===== config.mk =====
export PLATFORM = sky130hd
export DESIGN_NAME = tx_desc_dma
export DESIGN_NICKNAME = d
export VERILOG_FILES = /design/src/rtl/tdr_pkg.sv /design/src/rtl/tdr_csr.sv /design/src/rtl/tdr_unpack.sv /design/src/rtl/tdr_sequencer.sv /design/src/rtl/tx_desc_dma.sv
export SDC_FILE = /design/constraint.sdc
export NUM_CORES = 1
export LEC_CHECK = 0
export ABC_CLOCK_PERIOD_IN_PS = 4200
export BUFFER_PORTS_ARGS = -buffer_cell sky130_fd_sc_hd__buf_4
export CAP_MARGIN = 20
export CORE_MARGIN = 3
export CORE_UTILIZATION = 36
export CTS_BUF_LIST = sky130_fd_sc_hd__clkbuf_16
export CTS_CLUSTER_DIAMETER = 100
export DETAILED_ROUTE_END_ITERATION = 10
export SLEW_MARGIN = 20
export SYNTH_ARGS = -nofsm -noshare
export SYNTH_HDL_FRONTEND = slang
export SYNTH_SLANG_ARGS = --single-unit

===== constraint.sdc =====
create_clock -name clk -period 4.2 [get_ports clk]
set_clock_uncertainty 0.1 [all_clocks]
set_input_delay 1.05 -clock clk [delete_from_list [all_inputs] [get_ports clk]]
set_output_delay 1.05 -clock clk [all_outputs]
set_load 0.01 [all_outputs]

===== src/rtl/tdr_pkg.sv =====
package tdr_pkg;

    localparam int OWN_BIT  = 31;
    localparam int LS_BIT   = 30;
    localparam int FS_BIT   = 29;
    localparam int SET_BIT  = 27;
    localparam int EOR_BIT  = 25;
    localparam int ES_BIT   = 15;
    localparam int TXEN_BIT = 13;

    localparam logic [31:0] SETUP_DONE_WORD = 32'h7FFF_FFFF;

    localparam logic [7:0] OFS_POLL = 8'h08;
    localparam logic [7:0] OFS_BASE = 8'h20;
    localparam logic [7:0] OFS_MODE = 8'h30;

    typedef enum logic [3:0] {
        SQ_STOP, SQ_SUSP, SQ_RD_STAT, SQ_RD_CTL, SQ_RD_BUF,
        SQ_RD_WORD, SQ_PUSH, SQ_FILT, SQ_WB, SQ_ADV
    } sq_state_e;

    typedef enum logic [2:0] {
        PS_STOPPED   = 3'd0,
        PS_FETCH     = 3'd1,
        PS_READ      = 3'd3,
        PS_SETUP     = 3'd5,
        PS_SUSPENDED = 3'd6,
        PS_CLOSE     = 3'd7
    } pstate_e;

    typedef struct packed {
        logic last;
        logic first;
        logic setup;
        logic eor;
    } ctl_flags_t;

    function automatic ctl_flags_t decode_flags(input logic [31:0] w);
        ctl_flags_t f;
        f.last  = w[LS_BIT];
        f.first = w[FS_BIT];
        f.setup = w[SET_BIT];
        f.eor   = w[EOR_BIT];
        return f;
    endfunction

    function automatic pstate_e state_code(input sq_state_e s, input logic setup);
        case (s)
            SQ_STOP:                        return PS_STOPPED;
            SQ_SUSP:                        return PS_SUSPENDED;
            SQ_RD_STAT, SQ_RD_CTL, SQ_RD_BUF: return PS_FETCH;
            SQ_RD_WORD, SQ_PUSH:            return setup ? PS_SETUP : PS_READ;
            SQ_FILT:                        return PS_SETUP;
            default:                        return PS_CLOSE;
        endcase
    endfunction

endpackage


===== src/rtl/tdr_csr.sv =====
module tdr_csr
    import tdr_pkg::*;
#(
    parameter int ADDR_W = 32
) (
    input  logic              clk,
    input  logic              rst,
    input  logic              reg_we,
    input  logic [7:0]        reg_addr,
    input  logic [31:0]       reg_wdata,
    output logic [ADDR_W-1:0] ring_base,
    output logic              tx_en,
    output logic              poll_pulse
);

    always_ff @(posedge clk) begin
        if (rst) begin
            ring_base  <= '0;
            tx_en      <= 1'b0;
            poll_pulse <= 1'b0;
        end else begin
            poll_pulse <= reg_we && (reg_addr == OFS_POLL);
            if (reg_we && reg_addr == OFS_BASE)
                ring_base <= {reg_wdata[ADDR_W-1:4], 4'b0000};
            if (reg_we && reg_addr == OFS_MODE)
                tx_en <= reg_wdata[TXEN_BIT];
        end
    end


    base_align_chk: assert property (@(posedge clk) disable iff (rst)
        ring_base[3:0] == 4'b0000);

endmodule


===== src/rtl/tdr_unpack.sv =====
module tdr_unpack (
    input  logic        clk,
    input  logic        rst,
    input  logic        load,
    input  logic [31:0] word,
    input  logic [2:0]  nbytes,
    input  logic        sof_in,
    input  logic        eof_in,
    output logic        busy,
    output logic        out_valid,
    output logic [7:0]  out_data,
    output logic        out_sof,
    output logic        out_eof,
    input  logic        out_ready
);

    logic [31:0] word_q;
    logic [2:0]  cnt_q;
    logic [1:0]  lane_q;
    logic        sof_q;
    logic        eof_q;

    assign busy      = (cnt_q != 3'd0);
    assign out_valid = busy;
    assign out_data  = word_q[8*lane_q +: 8];
    assign out_sof   = sof_q && busy;
    assign out_eof   = eof_q && (cnt_q == 3'd1);

    always_ff @(posedge clk) begin
        if (rst) begin
            word_q <= '0;
            cnt_q  <= '0;
            lane_q <= '0;
            sof_q  <= 1'b0;
            eof_q  <= 1'b0;
        end else if (load && !busy) begin
            word_q <= word;
            cnt_q  <= nbytes;
            lane_q <= 2'd0;
            sof_q  <= sof_in;
            eof_q  <= eof_in;
        end else if (busy && out_ready) begin
            cnt_q  <= cnt_q - 3'd1;
            lane_q <= lane_q + 2'd1;
            sof_q  <= 1'b0;
        end
    end


    stall_hold_chk: assert property (@(posedge clk) disable iff (rst)
        out_valid && !out_ready |=> out_valid && $stable(out_data)
                                    && $stable(out_sof) && $stable(out_eof));


    marker_valid_chk: assert property (@(posedge clk) disable iff (rst)
        (out_sof || out_eof) |-> out_valid);

endmodule


===== src/rtl/tdr_sequencer.sv =====
module tdr_sequencer
    import tdr_pkg::*;
#(
    parameter int ADDR_W     = 32,
    parameter int LEN_W      = 11,
    parameter int FILT_WORDS = 48,
    localparam int FILT_AW   = $clog2(FILT_WORDS)
) (
    input  logic               clk,
    input  logic               rst,
    input  logic [ADDR_W-1:0]  ring_base,
    input  logic               tx_en,
    input  logic               poll,
    output logic               mem_req,
    output logic               mem_we,
    output logic [ADDR_W-1:0]  mem_addr,
    output logic [31:0]        mem_wdata,
    input  logic               mem_ack,
    input  logic [31:0]        mem_rdata,
    output logic               unp_load,
    output logic [31:0]        unp_word,
    output logic [2:0]         unp_nbytes,
    output logic               unp_sof,
    output logic               unp_eof,
    input  logic               unp_busy,
    input  logic               byte_err,
    output logic               filt_we,
    output logic [FILT_AW-1:0] filt_addr,
    output logic [31:0]        filt_data,
    output logic [2:0]         proc_state
);

    localparam int OFF_W = LEN_W + 1;

    sq_state_e         st_q;
    logic [ADDR_W-1:0] ptr_q;
    logic [ADDR_W-1:0] buf_q;
    ctl_flags_t        flags_q;
    logic [LEN_W-1:0]  len_q;
    logic [OFF_W-1:0]  off_q;
    logic [31:0]       word_q;
    logic              err_q;

    logic [OFF_W:0]    off_plus4;
    logic              last_word;
    logic [OFF_W-1:0]  rem;
    logic [OFF_W-1:0]  word_idx;

    assign off_plus4 = {1'b0, off_q} + (OFF_W+1)'(4);
    assign last_word = off_plus4 >= (OFF_W+1)'(len_q);
    assign rem       = OFF_W'(len_q) - off_q;
    assign word_idx  = off_q >> 2;

    assign unp_word   = word_q;
    assign unp_nbytes = last_word ? rem[2:0] : 3'd4;
    assign unp_sof    = flags_q.first && (off_q == '0);
    assign unp_eof    = flags_q.last && last_word;
    assign filt_addr  = FILT_AW'(word_idx);
    assign filt_data  = word_q;
    assign proc_state = state_code(st_q, flags_q.setup);

    always_comb begin
        mem_req   = 1'b0;
        mem_we    = 1'b0;
        mem_addr  = ptr_q;
        mem_wdata = '0;
        unp_load  = 1'b0;
        filt_we   = 1'b0;
        case (st_q)
            SQ_RD_STAT: mem_req = 1'b1;
            SQ_RD_CTL: begin
                mem_req  = 1'b1;
                mem_addr = ptr_q + ADDR_W'(4);
            end
            SQ_RD_BUF: begin
                mem_req  = 1'b1;
                mem_addr = ptr_q + ADDR_W'(8);
            end
            SQ_RD_WORD: begin
                mem_req  = 1'b1;
                mem_addr = buf_q + ADDR_W'(off_q);
            end
            SQ_PUSH: unp_load = !unp_busy;
            SQ_FILT: filt_we = (int'(word_idx) < FILT_WORDS);
            SQ_WB: begin
                mem_req   = !unp_busy;
                mem_we    = 1'b1;
                mem_wdata = flags_q.setup ? SETUP_DONE_WORD
                          : (err_q ? (32'd1 << ES_BIT) : 32'd0);
            end
            default: ;
        endcase
    end

    always_ff @(posedge clk) begin
        if (rst) begin
            st_q    <= SQ_STOP;
            ptr_q   <= '0;
            buf_q   <= '0;
            flags_q <= '0;
            len_q   <= '0;
            off_q   <= '0;
            word_q  <= '0;
            err_q   <= 1'b0;
        end else begin
            if (byte_err) err_q <= 1'b1;
            case (st_q)
                SQ_STOP: if (tx_en) begin
                    ptr_q <= ring_base;
                    st_q  <= SQ_RD_STAT;
                end
                SQ_SUSP: begin
                    if (!tx_en)    st_q <= SQ_STOP;
                    else if (poll) st_q <= SQ_RD_STAT;
                end
                SQ_RD_STAT: if (mem_ack) begin
                    err_q <= 1'b0;
                    st_q  <= mem_rdata[OWN_BIT] ? SQ_RD_CTL : SQ_SUSP;
                end
                SQ_RD_CTL: if (mem_ack) begin
                    flags_q <= decode_flags(mem_rdata);
                    len_q   <= mem_rdata[LEN_W-1:0];
                    st_q    <= SQ_RD_BUF;
                end
                SQ_RD_BUF: if (mem_ack) begin
                    buf_q <= {mem_rdata[ADDR_W-1:2], 2'b00};
                    off_q <= '0;
                    st_q  <= (len_q == '0) ? SQ_WB : SQ_RD_WORD;
                end
                SQ_RD_WORD: if (mem_ack) begin
                    word_q <= mem_rdata;
                    st_q   <= flags_q.setup ? SQ_FILT : SQ_PUSH;
                end
                SQ_PUSH: if (!unp_busy) begin
                    off_q <= off_plus4[OFF_W-1:0];
                    st_q  <= last_word ? SQ_WB : SQ_RD_WORD;
                end
                SQ_FILT: begin
                    off_q <= off_plus4[OFF_W-1:0];
                    st_q  <= last_word ? SQ_WB : SQ_RD_WORD;
                end
                SQ_WB: if (mem_ack) st_q <= SQ_ADV;
                SQ_ADV: begin
                    ptr_q <= flags_q.eor ? ring_base : ptr_q + ADDR_W'(16);
                    st_q  <= tx_en ? SQ_RD_STAT : SQ_STOP;
                end
                default: st_q <= SQ_STOP;
            endcase
        end
    end


    wb_own_clear_chk: assert property (@(posedge clk) disable iff (rst)
        mem_req && mem_we |-> !mem_wdata[OWN_BIT]);


    req_hold_chk: assert property (@(posedge clk) disable iff (rst)
        mem_req && !mem_ack |=> mem_req && $stable(mem_addr) && $stable(mem_we));


    setup_off_wire_chk: assert property (@(posedge clk) disable iff (rst)
        filt_we |-> !unp_busy);


    susp_no_access_chk: assert property (@(posedge clk) disable iff (rst)
        proc_state == PS_SUSPENDED |-> !mem_req);

endmodule


===== src/rtl/tx_desc_dma.sv =====
module tx_desc_dma
    import tdr_pkg::*;
#(
    parameter int ADDR_W     = 32,
    parameter int LEN_W      = 11,
    parameter int FILT_WORDS = 48,
    localparam int FILT_AW   = $clog2(FILT_WORDS)
) (
    input  logic               clk,
    input  logic               rst,
    input  logic               reg_we,
    input  logic [7:0]         reg_addr,
    input  logic [31:0]        reg_wdata,
    output logic               mem_req,
    output logic               mem_we,
    output logic [ADDR_W-1:0]  mem_addr,
    output logic [31:0]        mem_wdata,
    input  logic               mem_ack,
    input  logic [31:0]        mem_rdata,
    output logic               tx_valid,
    output logic [7:0]         tx_data,
    output logic               tx_sof,
    output logic               tx_eof,
    input  logic               tx_ready,
    input  logic               tx_err,
    output logic               filt_we,
    output logic [FILT_AW-1:0] filt_addr,
    output logic [31:0]        filt_data,
    output logic [2:0]         proc_state
);

    logic [ADDR_W-1:0] ring_base;
    logic              tx_en;
    logic              poll;
    logic              unp_load;
    logic [31:0]       unp_word;
    logic [2:0]        unp_nbytes;
    logic              unp_sof;
    logic              unp_eof;
    logic              unp_busy;
    logic              byte_err;

    assign byte_err = tx_err && tx_valid && tx_ready;

    tdr_csr #(.ADDR_W(ADDR_W)) u_csr (
        .clk        (clk),
        .rst        (rst),
        .reg_we     (reg_we),
        .reg_addr   (reg_addr),
        .reg_wdata  (reg_wdata),
        .ring_base  (ring_base),
        .tx_en      (tx_en),
        .poll_pulse (poll)
    );

    tdr_sequencer #(
        .ADDR_W     (ADDR_W),
        .LEN_W      (LEN_W),
        .FILT_WORDS (FILT_WORDS)
    ) u_seq (
        .clk        (clk),
        .rst        (rst),
        .ring_base  (ring_base),
        .tx_en      (tx_en),
        .poll       (poll),
        .mem_req    (mem_req),
        .mem_we     (mem_we),
        .mem_addr   (mem_addr),
        .mem_wdata  (mem_wdata),
        .mem_ack    (mem_ack),
        .mem_rdata  (mem_rdata),
        .unp_load   (unp_load),
        .unp_word   (unp_word),
        .unp_nbytes (unp_nbytes),
        .unp_sof    (unp_sof),
        .unp_eof    (unp_eof),
        .unp_busy   (unp_busy),
        .byte_err   (byte_err),
        .filt_we    (filt_we),
        .filt_addr  (filt_addr),
        .filt_data  (filt_data),
        .proc_state (proc_state)
    );

    tdr_unpack u_unpack (
        .clk       (clk),
        .rst       (rst),
        .load      (unp_load),
        .word      (unp_word),
        .nbytes    (unp_nbytes),
        .sof_in    (unp_sof),
        .eof_in    (unp_eof),
        .busy      (unp_busy),
        .out_valid (tx_valid),
        .out_data  (tx_data),
        .out_sof   (tx_sof),
        .out_eof   (tx_eof),
        .out_ready (tx_ready)
    );


    idle_after_reset_chk: assert property (@(posedge clk) disable iff (rst)
        $past(rst) |-> !mem_req && !tx_valid && !filt_we);

endmodule


==> out/results.tsv <==
stage	metric	value	unit
logic_synthesis	synth_area_leaders	dfxtp_1 (38%), nand2_1 (14%), a21oi_1 (9.6%)	
drt	wl_per_cell	16.7	um
global_routing	gr-usage-all-layers	0.199	
floorplan	fp.dieW	173	um
worst_setup_path	cp.arrival	2.96	ns
logic_synthesis	yosysSeqAreaShare	0.379	
finish	finalNetCount	1547	
timing	slew_violations	0	
timing	tightest_slew	0.966	ns
timing	period_needed	4.11	ns
floorplan	initial_core_util	0.368	
logic_synthesis	async_flop_share	0	
power	ir_worst_vdd	0.228	mV
finish	utilization	0.446	
drt	first_iter_violations	530	
global_routing	use_met3	0.0391	
worst_setup_path	cp_max_fo	7	
clocking	clk_pin_slew_worst_paths	0.08	ns
hold_path	hold_class	flop to flop	
finish	design_area	12100	sq um
worst_setup_path	critPathBufInv	1	
drt	postRouteAntennaNets	0	
floorplan	die_area	29800	sq um
global_routing	grt_pass1_wl	48800	um
global_routing	grt_overflow	0	
logic_synthesis	synth-edff-count	0	
logic_synthesis	syn_inst	1331	
worst_setup_path	endpoint_kind	output port	
global_routing	grt_use_met2	0.305	
worst_setup_path	crit_top_cell	o21ai_0	
clocking	cts_tree	yes	
timing	setup_violations	0	
logic_synthesis	synth-main-ff-cell	dfxtp_1	
drt	drt-pass1-iter-count	5	
finish	syn2layout_area_growth	21.2	%
clocking	numCtsBuffers	17	
placement	postPlaceCellArea	11400	sq um
drt	vias	9419	
placement	gp_congestion	0.855	
worst_setup_path	startpoint_type	flop	
floorplan	row_count	60	
worst_setup_path	critPathKind	flop to output port	
logic_synthesis	yosys_register_bits	189	
logic_synthesis	synth_area_leader_cell	dfxtp_1	
drt	drc	0	
drt	routed_via_density	5.16	
clocking	clockRootBuffer	clkbuf_16	
global_routing	grt_max_degree	105	
floorplan	die_y	173	um
placement	place.port_buffers	189	
floorplan	io_pins	197	
global_routing	grt_pass1_vias	8792	
logic_synthesis	yosysMostFrequentCell	nand2_1	
worst_setup_path	crit_chain	ha_1 -> or3_1 -> a21boi_0 -> a311oi_2 -> o21ai_0 -> xor2_1 -> o21ai_0 -> buf_4	
status	outcome	complete, no violations	
logic_synthesis	post_synth_num_cell_types	74	
worst_setup_path	slowest_stage	dfxtp_1	
floorplan	coreArea	27100	sq um
logic_synthesis	syn_avg_cell_area	7.50	sq um
global_routing	antenna_found_initial	0	
logic_synthesis	synth_top_area_frac	0.379	
global_routing	use_met1	0.291	
drt	wirelength	30500	um
timing	fin_crit_sh	0.979	
worst_setup_path	critPathMaxStageDelay	0.49	ns
timing	relSlewSlack	0.355	
finish	drive_above_1_share	0.193	
clocking	clk_path_buf_depth	2	
finish	stdcell_count	1826	
logic_synthesis	yosys-top-cells-count	nand2_1 (363), a21oi_1 (191), dfxtp_1 (189)	
placement	hpwl	21800	um
timing	hold_viol	0	
run	cap_violations	0	
clocking	cts_sinks	189	
power	power_leakage	0.00440	uW
timing	fmaxAchievable	243	MHz
logic_synthesis	ys_warn_count	0	
global_routing	grt.busiest_layer	met2	
clocking	htreeDepth	4	
power	power_per_cell_area	377	nW/um^2
clocking	clk-insertion-delay-late	0.44	ns
worst_setup_path	critPathTopFamily	compound AO/OA/AOI/OAI gates	
worst_setup_path	required	3.05	ns
finish	diodes	0	
placement	dp_cells	1794	
logic_synthesis	syn_area	9990	sq um
clocking	post-cts-setup-buffers	0	
[worst paths after layout]
| check | slack [ns] | start | cells past startpoint | end |
|---|---|---|---|---|
| max | 0.09 | u_seq.off_q[7] | 8 | mem_addr[15] |
| max reg2reg | 1.04 | u_seq.off_q[2] | 12 | u_seq.st_q[2] |
| min reg2reg | 0.36 | u_unpack.word_q[12] | 2 | u_unpack.word_q[12] |
| min | 0.36 | u_unpack.word_q[12] | 2 | u_unpack.word_q[12] |
[worst reg2reg max path: stages, from the launching register on]
cell	delay, ns
dfxtp_1	0.34
buf_4	0.15
ha_1	0.25
nand3_1	0.25
nor3_1	0.30
xor2_1	0.23
ha_1	0.28
a21oi_1	0.20
nand3_1	0.10
mux2i_1	0.20
nand2b_1	0.21
o211ai_1	0.28
o221a_2	0.23
[layout make-up]
class	count	area [sq um]
clock inverter	15	195
clock buffer	17	425
tap	372	465
timing repair buffer	213	1600
multi-input combinational	994	5530
inverter	26	97.6
sequential	189	3790
fill	2762	15000
[layout by cell type, fill, tap and decap left out, types with 9 or more instances in the layout]
master	instances
xnor2_1	25
xor2_1	13
and3_1	11
dfxtp_1	187
buf_4	212
o21ai_0	59
nand2b_1	9
a21oi_1	190
nand4_1	13
nor2_1	53
ha_1	27
clkbuf_16	17
nand2_1	363
a31oi_1	9
a211oi_1	24
nand3_1	28
inv_1	27
a21o_1	10
nor3_1	23
[layer usage]
layer	up-vias	wire, um	share of wire
met1	4375	14900	0.49
met3	26	1720	0.056
met5	-	0	0
li1	4765	-	-
met2	253	13600	0.44
met4	0	372	0.012
[stage by stage]
step / worst slack, ns / setup TNS [ns] / power [uW] / hold slack, ns
detailed placement: 0.346 / 0 / 2900 / 0.347
global placement: 0.360 / 0 / 2890 / 0.342
finish: 0.0890 / 0 / 4560 / 0.358
CTS: 0.000705 / 0 / 4600 / 0.357
floorplan: 0.709 / 0 / 2560 / 0.332
global route: -0.0177 / -0.0177 / 4770 / 0.379
[timing repair]
| action | in CTS | in global routing |
|---|---|---|
| endpoints found under the hold margin | 0 | 0 |
| setup endpoints to repair | 5 | 8 |
| hold buffers | 0 | 0 |
| resized for setup | 4 | 6 |
[sequential cells by signal (all words and copies together), names as in the netlist]
name / count
u_seq.ptr_q: 28
u_unpack.sof_q: 1
u_csr.poll_pulse: 1
u_unpack.cnt_q: 3
u_seq.buf_q: 30
u_seq.len_q: 11
u_csr.tx_en: 1
u_unpack.lane_q: 2
u_seq.st_q: 4
u_unpack.word_q: 32
u_csr.ring_base: 28
u_seq.filt_data: 32
u_seq.off_q: 10
u_unpack.eof_q: 1
u_seq.flags_q: 4
u_seq.err_q: 1
[power by group]
| part | total, uW | switching, uW | internal (uW) |
|---|---|---|---|
| clock | 1700 | 831 | 866 |
| combinational | 885 | 527 | 358 |
| sequential | 1980 | 108 | 1870 |
[logic make-up after synthesis]
logic type	after synthesis	share of synthesized area
compound gates	346	0.201
xor+xnor	38	0.0333
fa+ha+maj	28	0.0358
buf+inv	151	0.0735
flops	189	0.379
mux	11	0.0210
other cells	2	0.000752
simple gates	566	0.255
No activity file was read; power rests on OpenSTA's default activity.
